### config.mk
export PLATFORM = sky130hd
export DESIGN_NAME = sdc_cmd_engine
export DESIGN_NICKNAME = d
export VERILOG_FILES = /design/src/rtl/sdc_pkg.sv /design/src/rtl/sdc_frame_mux.sv /design/src/rtl/sdc_poll_ctr.sv /design/src/rtl/sdc_resp_capture.sv /design/src/rtl/sdc_cmd_engine.sv
export SDC_FILE = /design/constraint.sdc
export NUM_CORES = 1
export LEC_CHECK = 0
export ABC_CLOCK_PERIOD_IN_PS = 1900
export BUFFER_PORTS_ARGS = -buffer_cell sky130_fd_sc_hd__buf_2
export CELL_PAD_IN_SITES_DETAIL_PLACEMENT = 1
export CELL_PAD_IN_SITES_GLOBAL_PLACEMENT = 1
export CORE_MARGIN = 2
export CORE_UTILIZATION = 37
export DETAILED_ROUTE_END_ITERATION = 12
export MAX_ROUTING_LAYER = met4
export PLACE_DENSITY_LB_ADDON = 0.1
export SYNTH_ARGS = -nofsm -noshare
export SYNTH_HDL_FRONTEND = slang
export SYNTH_SLANG_ARGS = --single-unit
export TNS_END_PERCENT = 1
### constraint.sdc
create_clock -name clk -period 1.9 [get_ports clk]
set_input_delay 0.095 -clock clk [delete_from_list [all_inputs] [get_ports clk]]
set_output_delay 0.095 -clock clk [all_outputs]
set_load 0.02 [all_outputs]
### src/rtl/sdc_pkg.sv
package sdc_pkg;
    typedef enum logic [2:0] {
        ST_IDLE,
        ST_SEND,
        ST_POLL,
        ST_TRAIL,
        ST_TAIL,
        ST_FIN
    } sdc_state_t;

    localparam logic [7:0] FILL_BYTE   = 8'hFF;
    localparam logic [1:0] START_BITS  = 2'b01;
    localparam int         FRAME_BYTES = 6;
    localparam int         TRAIL_BYTES = 4;
endpackage

### src/rtl/sdc_frame_mux.sv
module sdc_frame_mux
    import sdc_pkg::*;
#(
    parameter int IDX_W = 3
) (
    input  logic [IDX_W-1:0] idx,
    input  logic [5:0]       cmd,
    input  logic [31:0]      arg,
    input  logic [6:0]       crc7,
    output logic [7:0]       byte_o
);
    always_comb begin
        byte_o = FILL_BYTE;
        if (idx == '0)
            byte_o = {START_BITS, cmd};
        else if (int'(idx) == FRAME_BYTES - 1)
            byte_o = {crc7, 1'b1};
        else begin
            for (int k = 1; k <= 4; k++)
                if (int'(idx) == k)
                    byte_o = arg[(4-k)*8 +: 8];
        end
    end

    always_comb begin
        if (idx == '0)
            assert_start_bits_R1: assert (byte_o[7:6] == START_BITS);
        if (int'(idx) == FRAME_BYTES - 1)
            assert_stop_bit_R3: assert (byte_o[0] == 1'b1);
    end
endmodule

### src/rtl/sdc_poll_ctr.sv
module sdc_poll_ctr #(
    parameter int LIMIT = 5000,
    localparam int CW = (LIMIT > 1) ? $clog2(LIMIT) : 1
) (
    input  logic clk,
    input  logic rst_n,
    input  logic clear,
    input  logic step,
    output logic last
);
    logic [CW-1:0] cnt;

    always_ff @(posedge clk or negedge rst_n) begin
        if (!rst_n)
            cnt <= '0;
        else if (clear)
            cnt <= '0;
        else if (step && !last)
            cnt <= cnt + 1'b1;
    end

    assign last = (cnt == CW'(LIMIT - 1));

    assert_ctr_bound_R6: assert property (@(posedge clk) disable iff (!rst_n)
        last && !clear |=> last || $past(step));
endmodule

### src/rtl/sdc_resp_capture.sv
module sdc_resp_capture #(
    parameter int WORD_W = 32
) (
    input  logic              clk,
    input  logic              rst_n,
    input  logic              clear,
    input  logic              load_r1,
    input  logic              shift_en,
    input  logic [7:0]        byte_in,
    output logic [7:0]        r1_q,
    output logic [WORD_W-1:0] word_q
);
    always_ff @(posedge clk or negedge rst_n) begin
        if (!rst_n) begin
            r1_q   <= 8'hFF;
            word_q <= '0;
        end else if (clear) begin
            r1_q   <= 8'hFF;
            word_q <= '0;
        end else begin
            if (load_r1)
                r1_q <= byte_in;
            if (shift_en)
                word_q <= {word_q[WORD_W-9:0], byte_in};
        end
    end

    assert_r1_msb_clear_R5: assert property (@(posedge clk) disable iff (!rst_n)
        load_r1 && !clear |=> !r1_q[7]);
endmodule

### src/rtl/sdc_cmd_engine.sv
module sdc_cmd_engine
    import sdc_pkg::*;
#(
    parameter int POLL_LIMIT = 5000,
    localparam int IDX_W = $clog2(FRAME_BYTES)
) (
    input  logic        clk,
    input  logic        rst_n,
    input  logic        start,
    input  logic [5:0]  cmd_idx,
    input  logic [31:0] cmd_arg,
    input  logic [6:0]  cmd_crc7,
    input  logic        read_trail,
    input  logic        keep_sel,
    output logic        cs_n,
    output logic        xfer_req,
    output logic [7:0]  xfer_tx,
    input  logic        xfer_ack,
    input  logic [7:0]  xfer_rx,
    output logic [7:0]  r1,
    output logic [31:0] trail_word,
    output logic        done,
    output logic        timeout
);
    sdc_state_t       state, state_nx;
    logic [IDX_W-1:0] idx;
    logic [5:0]       cmd_q;
    logic [31:0]      arg_q;
    logic [6:0]       crc_q;
    logic             trail_q, keep_q;
    logic             accept, poll_last, rx_valid;
    logic             load_r1, shift_en, ctr_step;
    logic [7:0]       frame_byte;

    assign accept   = (state == ST_IDLE) && start;
    assign rx_valid = xfer_ack && !xfer_rx[7];
    assign load_r1  = (state == ST_POLL) && rx_valid;
    assign shift_en = (state == ST_TRAIL) && xfer_ack;
    assign ctr_step = (state == ST_POLL) && xfer_ack;

    sdc_frame_mux #(.IDX_W(IDX_W)) u_frame (
        .idx(idx), .cmd(cmd_q), .arg(arg_q), .crc7(crc_q), .byte_o(frame_byte)
    );

    sdc_poll_ctr #(.LIMIT(POLL_LIMIT)) u_poll (
        .clk(clk), .rst_n(rst_n), .clear(accept), .step(ctr_step), .last(poll_last)
    );

    sdc_resp_capture #(.WORD_W(32)) u_cap (
        .clk(clk), .rst_n(rst_n), .clear(accept), .load_r1(load_r1),
        .shift_en(shift_en), .byte_in(xfer_rx), .r1_q(r1), .word_q(trail_word)
    );

    // next-state logic
    always_comb begin
        state_nx = state;
        unique case (state)
            ST_IDLE:  if (start) state_nx = ST_SEND;
            ST_SEND:  if (xfer_ack && int'(idx) == FRAME_BYTES - 1) state_nx = ST_POLL;
            ST_POLL:
                if (rx_valid)
                    state_nx = trail_q ? ST_TRAIL : (keep_q ? ST_FIN : ST_TAIL);
                else if (xfer_ack && poll_last)
                    state_nx = ST_TAIL;
            ST_TRAIL: if (xfer_ack && int'(idx) == TRAIL_BYTES - 1)
                          state_nx = keep_q ? ST_FIN : ST_TAIL;
            ST_TAIL:  if (xfer_ack) state_nx = ST_FIN;
            ST_FIN:   state_nx = ST_IDLE;
            default:  state_nx = ST_IDLE;
        endcase
    end

    // state register and sequencing registers
    always_ff @(posedge clk or negedge rst_n) begin
        if (!rst_n) begin
            state   <= ST_IDLE;
            idx     <= '0;
            cmd_q   <= '0;
            arg_q   <= '0;
            crc_q   <= '0;
            trail_q <= 1'b0;
            keep_q  <= 1'b0;
            cs_n    <= 1'b1;
            timeout <= 1'b0;
        end else begin
            state <= state_nx;
            if (accept) begin
                cmd_q   <= cmd_idx;
                arg_q   <= cmd_arg;
                crc_q   <= cmd_crc7;
                trail_q <= read_trail;
                keep_q  <= keep_sel;
                idx     <= '0;
                cs_n    <= 1'b0;
                timeout <= 1'b0;
            end
            if ((state == ST_SEND || state == ST_TRAIL) && xfer_ack)
                idx <= (state_nx == state) ? idx + 1'b1 : '0;
            if (state == ST_POLL && rx_valid)
                idx <= '0;
            if (state_nx == ST_TAIL && state != ST_TAIL)
                cs_n <= 1'b1;
            if (state == ST_POLL && !rx_valid && xfer_ack && poll_last)
                timeout <= 1'b1;
        end
    end

    // outputs
    always_comb begin
        xfer_req = 1'b0;
        xfer_tx  = FILL_BYTE;
        done     = 1'b0;
        unique case (state)
            ST_IDLE:  ;
            ST_SEND:  begin xfer_req = 1'b1; xfer_tx = frame_byte; end
            ST_POLL,
            ST_TRAIL,
            ST_TAIL:  xfer_req = 1'b1;
            ST_FIN:   done = 1'b1;
            default:  ;
        endcase
    end

    assert_cs_low_frame_R4: assert property (@(posedge clk) disable iff (!rst_n)
        xfer_req && (state == ST_SEND || state == ST_POLL || state == ST_TRAIL) |-> !cs_n);
    assert_fill_after_frame_R5: assert property (@(posedge clk) disable iff (!rst_n)
        xfer_req && state != ST_SEND |-> xfer_tx == FILL_BYTE);
    assert_timeout_closes_R8: assert property (@(posedge clk) disable iff (!rst_n)
        done && timeout |-> cs_n);
    assert_done_pulse_R9: assert property (@(posedge clk) disable iff (!rst_n)
        done |=> !done);
    assert_hold_outputs_R9: assert property (@(posedge clk) disable iff (!rst_n)
        state == ST_IDLE && !start |=> $stable(r1) && $stable(trail_word) && $stable(timeout));
    assert_ignore_busy_R10: assert property (@(posedge clk) disable iff (!rst_n)
        state != ST_IDLE && state != ST_FIN |=> $stable(cmd_q) && $stable(arg_q));
endmodule

==> flow_summary.rst <==
.. list-table::
   :header-rows: 1

   * - Metric
     - Value
   * - Result of the run
     - finished, violations left
   * - Violated checks
     - setup timing
   * - Final hold violations
     - 0
   * - Pwr Density
     - 1330 mW/mm^2
   * - CTS tree
     - yes
   * - Skew final
     - 7.05 ps
   * - Nature of the critical path startpoint
     - register
   * - Mapped Avg Cell Area
     - 9.01 um^2
   * - First-pass GRT wire length
     - 26.2 mm
   * - Series of cell instances along the critical path
     - buf_6, ha_4, buf_4, mux2i_1, a221o_1, o2111ai_2, buf_4
   * - Worst Hold Margin
     - 5.12 ps
   * - Site Rows
     - 43
   * - Async S/R FF share, synth
     - 100%
   * - Setup-failing EPs final
     - 8
   * - Yosys Warn Count
     - 0
   * - Synthesized Nets
     - approximately 630
   * - Critical Path Max Stage Delay
     - 450 ps
   * - Pre-Repair DR Iteration Count
     - 4
   * - Initial antenna violation count
     - 0
   * - Yosys reg bits
     - between 100 and 150
   * - Post-Place Cell Area
     - roughly 0.0062 mm^2
   * - Count of inserted antenna diode cells
     - 0
   * - Data required, critical path
     - roughly 1800 ps
   * - Final layout net count
     - slightly above 800
   * - Worst-margin pin slew
     - around 570 ps
   * - Cell count after synthesis
     - roughly 570
   * - Half-perimeter wire length after placement
     - roughly 11 mm
   * - Cell at the slowest stage of the critical path
     - sky130_fd_sc_hd__dfrtp_2
   * - Type of the setup path with the least slack
     - register to output pin
   * - CTS buffer count
     - 9
   * - Final-layout setup total negative slack
     - -1250 ps
   * - Residual overflow from global routing
     - 0
   * - Final instance area
     - around 0.0073 mm^2
   * - Lkg Pwr
     - 3.50 nW
   * - XOR/XNOR Fraction of Synth Area
     - less than 1%
   * - Placeable core area
     - approximately 0.014 mm^2
   * - Synthesized-area fraction occupied by ao, oa, aoi and oai cells
     - around an eighth
   * - Data arrival, critical path
     - about 2000 ps
   * - Sum of routed wire length over all layers
     - 16.4 mm
   * - Maximum frequency from static timing analysis
     - 0.479 GHz
   * - Main combinational cell family by area after synthesis
     - simple AND/OR/NAND/NOR gates
   * - Simple-gate share of the synthesized area
     - 26.5%
   * - Area growth syn-to-layout
     - 42.3%
   * - Total global routing track utilization
     - a little under a quarter
   * - Portion of the post-synthesis area used by sequential elements
     - around 53%
   * - Depth of the CTS H-tree
     - 3
   * - Total DRC errors in the routed layout
     - 0
   * - Longest Clk Path Bufs
     - 2
   * - Cell type with the largest total area after synthesis
     - sky130_fd_sc_hd__dfrtp_1
   * - Maximum number of pins on one net before global-route repair
     - 41
   * - Mux contribution to synthesized area
     - under 10%
   * - Number of buffers and inverters on the critical path
     - 3
   * - Cell types with the largest area share after synthesis
     - sky130_fd_sc_hd__dfrtp_1 48%, sky130_fd_sc_hd__nand2_1 16%, sky130_fd_sc_hd__dfstp_2 4.6%
   * - Max-slew violation count
     - 0
   * - Clk Tree Root Cell
     - sky130_fd_sc_hd__clkbuf_16
   * - Fraction of final layout cells with drive strength greater than 1
     - 31.3%
   * - Crit path max-delay family
     - buffers and inverters
   * - Worst voltage drop across the vdd grid
     - 1.05 mV
   * - Clock edge transition at the registers on the reported setup and hold paths
     - around 70 ps
   * - Period minus WS final
     - around 2100 ps
   * - Max-Cap Viols
     - 0
   * - Width of the die
     - 122 um
   * - Mapped cell area
     - just over 0.005 mm^2
   * - Fin crit share
     - 110%
   * - Type of the tightest min-delay check
     - input port to register
   * - TritonCTS Sinks
     - around 110
   * - Fill cell instance count of the final layout
     - 1,586
   * - Pre-CTS setup slack
     - -114 ps
   * - Number of flops mapped to enable cells by yosys
     - 0
   * - Remaining max-slew budget at the tightest pin
     - between 60% and 70%
   * - Via/cell ratio
     - between 5 and 6
   * - IO buf count
     - 110
   * - Placed Cells incl. Taps
     - approximately 870
   * - Placer's final routability congestion estimate
     - 0.861
   * - Setup repair after global routing missed its margin
     - true
   * - Post-route core utilization
     - 53.2%
   * - Arithmetic-cell share of the synthesized area counting full adders, half adders and majority gates
     - under 10%
   * - Number of distinct library cells after synthesis
     - between 50 and 60
   * - Final std cells w/o fill
     - between 900 and 1k
   * - Via count of the first global-routing pass
     - around 5.1k
   * - Iter 0 DRT Violations
     - between 200 and 300
   * - Most common flop cell mapped by yosys
     - sky130_fd_sc_hd__dfrtp_1
   * - Starting density of the core
     - 37.4%
   * - Fraction of synthesized cell area taken by the top area cell type
     - slightly below 50%
   * - CP most frequent cell
     - sky130_fd_sc_hd__buf_4
   * - Worst-skew pair later-pin latency
     - between 300 and 400 ps
   * - CP max FO
     - 15
   * - Smallest setup slack after layout
     - -189 ps
   * - Count of boundary I/O pins
     - 111
   * - Detailed-route wire length per cell
     - 17.4 um
   * - Vertical die dimension
     - around 120 um
   * - Floorplan die area
     - about 0.015 mm^2
   * - Antenna-violating nets left
     - 0
   * - Via count
     - 4,856
   * - Endpoint kind of the worst setup timing path
     - output pin
   * - Total power consumption of the routed design
     - ~9.7 mW
[flip-flops by register name (all words and copies together) (netlist names)]
register	cells
arg_q	32
cmd_q	6
crc_q	7
cs_n	1
idx	3
keep_q	1
state	3
timeout	1
trail_q	1
u_cap.r1_q	8
u_cap.word_q	32
u_poll.cnt	13
[cell families after synthesis]
logic type | after synthesis
flip-flops | 108
AND/OR/NAND/NOR | 301
AO/OA/AOI/OAI | 98
buffers and inverters | 43
adder cells (fa/ha/maj) | 6
XOR/XNOR | 2
multiplexers | 11
[final cells by class]
type                       instances  area (um^2)  share of cell area (%)
clock inverter                     6          109                    1.49
tap                              180          225                    3.09
sequential                       108         2720                    37.2
clock buffer                      10          239                    3.28
timing repair buffer             213         1560                    21.4
multi-input combinational        418         2410                    33.1
inverter                           8         30.0                   0.412
[cell usage after synthesis (2+ instances only)]
| master | count |
|---|---|
| sky130_fd_sc_hd__nand2_1 | 218 |
| sky130_fd_sc_hd__dfrtp_1 | 99 |
| sky130_fd_sc_hd__clkbuf_1 | 29 |
| sky130_fd_sc_hd__a21oi_1 | 24 |
| sky130_fd_sc_hd__o21ai_0 | 18 |
| sky130_fd_sc_hd__nand3_1 | 13 |
| sky130_fd_sc_hd__a22o_1 | 12 |
| sky130_fd_sc_hd__nor2_1 | 12 |
| sky130_fd_sc_hd__mux2i_1 | 10 |
| sky130_fd_sc_hd__nor2b_1 | 10 |
| sky130_fd_sc_hd__dfstp_2 | 9 |
| sky130_fd_sc_hd__nand2b_1 | 9 |
| sky130_fd_sc_hd__a21oi_2 | 8 |
| sky130_fd_sc_hd__a31oi_1 | 8 |
| sky130_fd_sc_hd__inv_1 | 8 |
| sky130_fd_sc_hd__nor3b_1 | 8 |
| sky130_fd_sc_hd__o31ai_1 | 8 |
| sky130_fd_sc_hd__o211ai_1 | 7 |
| sky130_fd_sc_hd__ha_1 | 6 |
| sky130_fd_sc_hd__nand4_1 | 5 |
| sky130_fd_sc_hd__or4_2 | 4 |
| sky130_fd_sc_hd__buf_1 | 3 |
| sky130_fd_sc_hd__o2111ai_1 | 3 |
| sky130_fd_sc_hd__or4_1 | 3 |
| sky130_fd_sc_hd__nor3_1 | 2 |
| sky130_fd_sc_hd__o22ai_1 | 2 |
| sky130_fd_sc_hd__or3_2 | 2 |
| sky130_fd_sc_hd__xnor2_1 | 2 |
[worst reg2reg max path, stage by stage, from the launching register on]
cell and delay, ps:
sky130_fd_sc_hd__dfrtp_1 430, sky130_fd_sc_hd__or4b_4 600, sky130_fd_sc_hd__o41a_2 450, sky130_fd_sc_hd__nand2_1 110, sky130_fd_sc_hd__mux2i_1 180
[layout by cell type, fill, tap and decap left out, types with 3 or more instances in the layout]
master,netlist,routed
sky130_fd_sc_hd__nand2_1,218,213
sky130_fd_sc_hd__o21ai_0,18,9
sky130_fd_sc_hd__a22o_1,12,12
sky130_fd_sc_hd__inv_1,8,6
sky130_fd_sc_hd__clkbuf_16,0,9
sky130_fd_sc_hd__a31oi_1,8,7
sky130_fd_sc_hd__or4_1,3,3
sky130_fd_sc_hd__dlygate4sd3_1,0,54
sky130_fd_sc_hd__or4_2,4,4
sky130_fd_sc_hd__buf_6,1,3
sky130_fd_sc_hd__a21oi_1,24,23
sky130_fd_sc_hd__buf_2,1,101
sky130_fd_sc_hd__mux2i_1,10,10
sky130_fd_sc_hd__bufinv_16,0,3
sky130_fd_sc_hd__ha_4,0,5
sky130_fd_sc_hd__nor3b_1,8,5
sky130_fd_sc_hd__buf_4,1,49
sky130_fd_sc_hd__nand2b_1,9,9
sky130_fd_sc_hd__o211ai_1,7,7
sky130_fd_sc_hd__nand3_1,13,13
sky130_fd_sc_hd__nand4_1,5,5
sky130_fd_sc_hd__o21ai_1,1,6
sky130_fd_sc_hd__nor2_1,12,10
sky130_fd_sc_hd__a21oi_2,8,9
sky130_fd_sc_hd__nor2b_1,10,10
sky130_fd_sc_hd__o31ai_1,8,8
sky130_fd_sc_hd__nand2_2,0,3
sky130_fd_sc_hd__nor3b_2,0,3
sky130_fd_sc_hd__o21ai_2,1,5
sky130_fd_sc_hd__buf_12,0,5
sky130_fd_sc_hd__dfrtp_1,99,97
sky130_fd_sc_hd__dfstp_2,9,9
[path summary, 6_finish.rpt]
check | from | endpoint | slack, ps | cells after the start
min | cmd_arg[30] | arg_q[30] | 5 | 3
min in group asynchronous | rst_n | trail_q | 240 | 2
max | idx[1] | xfer_tx[0] | -190 | 7
min reg2reg | arg_q[10] | arg_q[10] | 470 | 2
max reg2reg | u_poll.cnt[10] | u_poll.cnt[2] | 70 | 4
max in group asynchronous | rst_n | u_cap.r1_q[3] | 1040 | 3
[what timing repair did]
action | CTS | global route
pin swaps | 16 | 7
hold buffers | 54 | 0
hold endpoints to repair | 86 | 0
cloned | 0 | 1
buffers inserted | 7 | 2
setup endpoints to repair | 8 | 28
resized for setup | 45 | 17
[power breakdown]
part / switching (mW) / internal, mW
logic: 2.36 / 1.73
clock network: 0.865 / 1.33
registers: 0.452 / 2.97
[metal layers]
layer | vias up | track usage, % | routed length, um
met5 | - | - | 0
met1 | 2447 | 28.7 | 6940
met3 | 10 | 4.73 | 507
met2 | 93 | 40.8 | 8780
met4 | 0 | 4.89 | 190
li1 | 2306 | - | -
(Power assumes the default switching activity.)
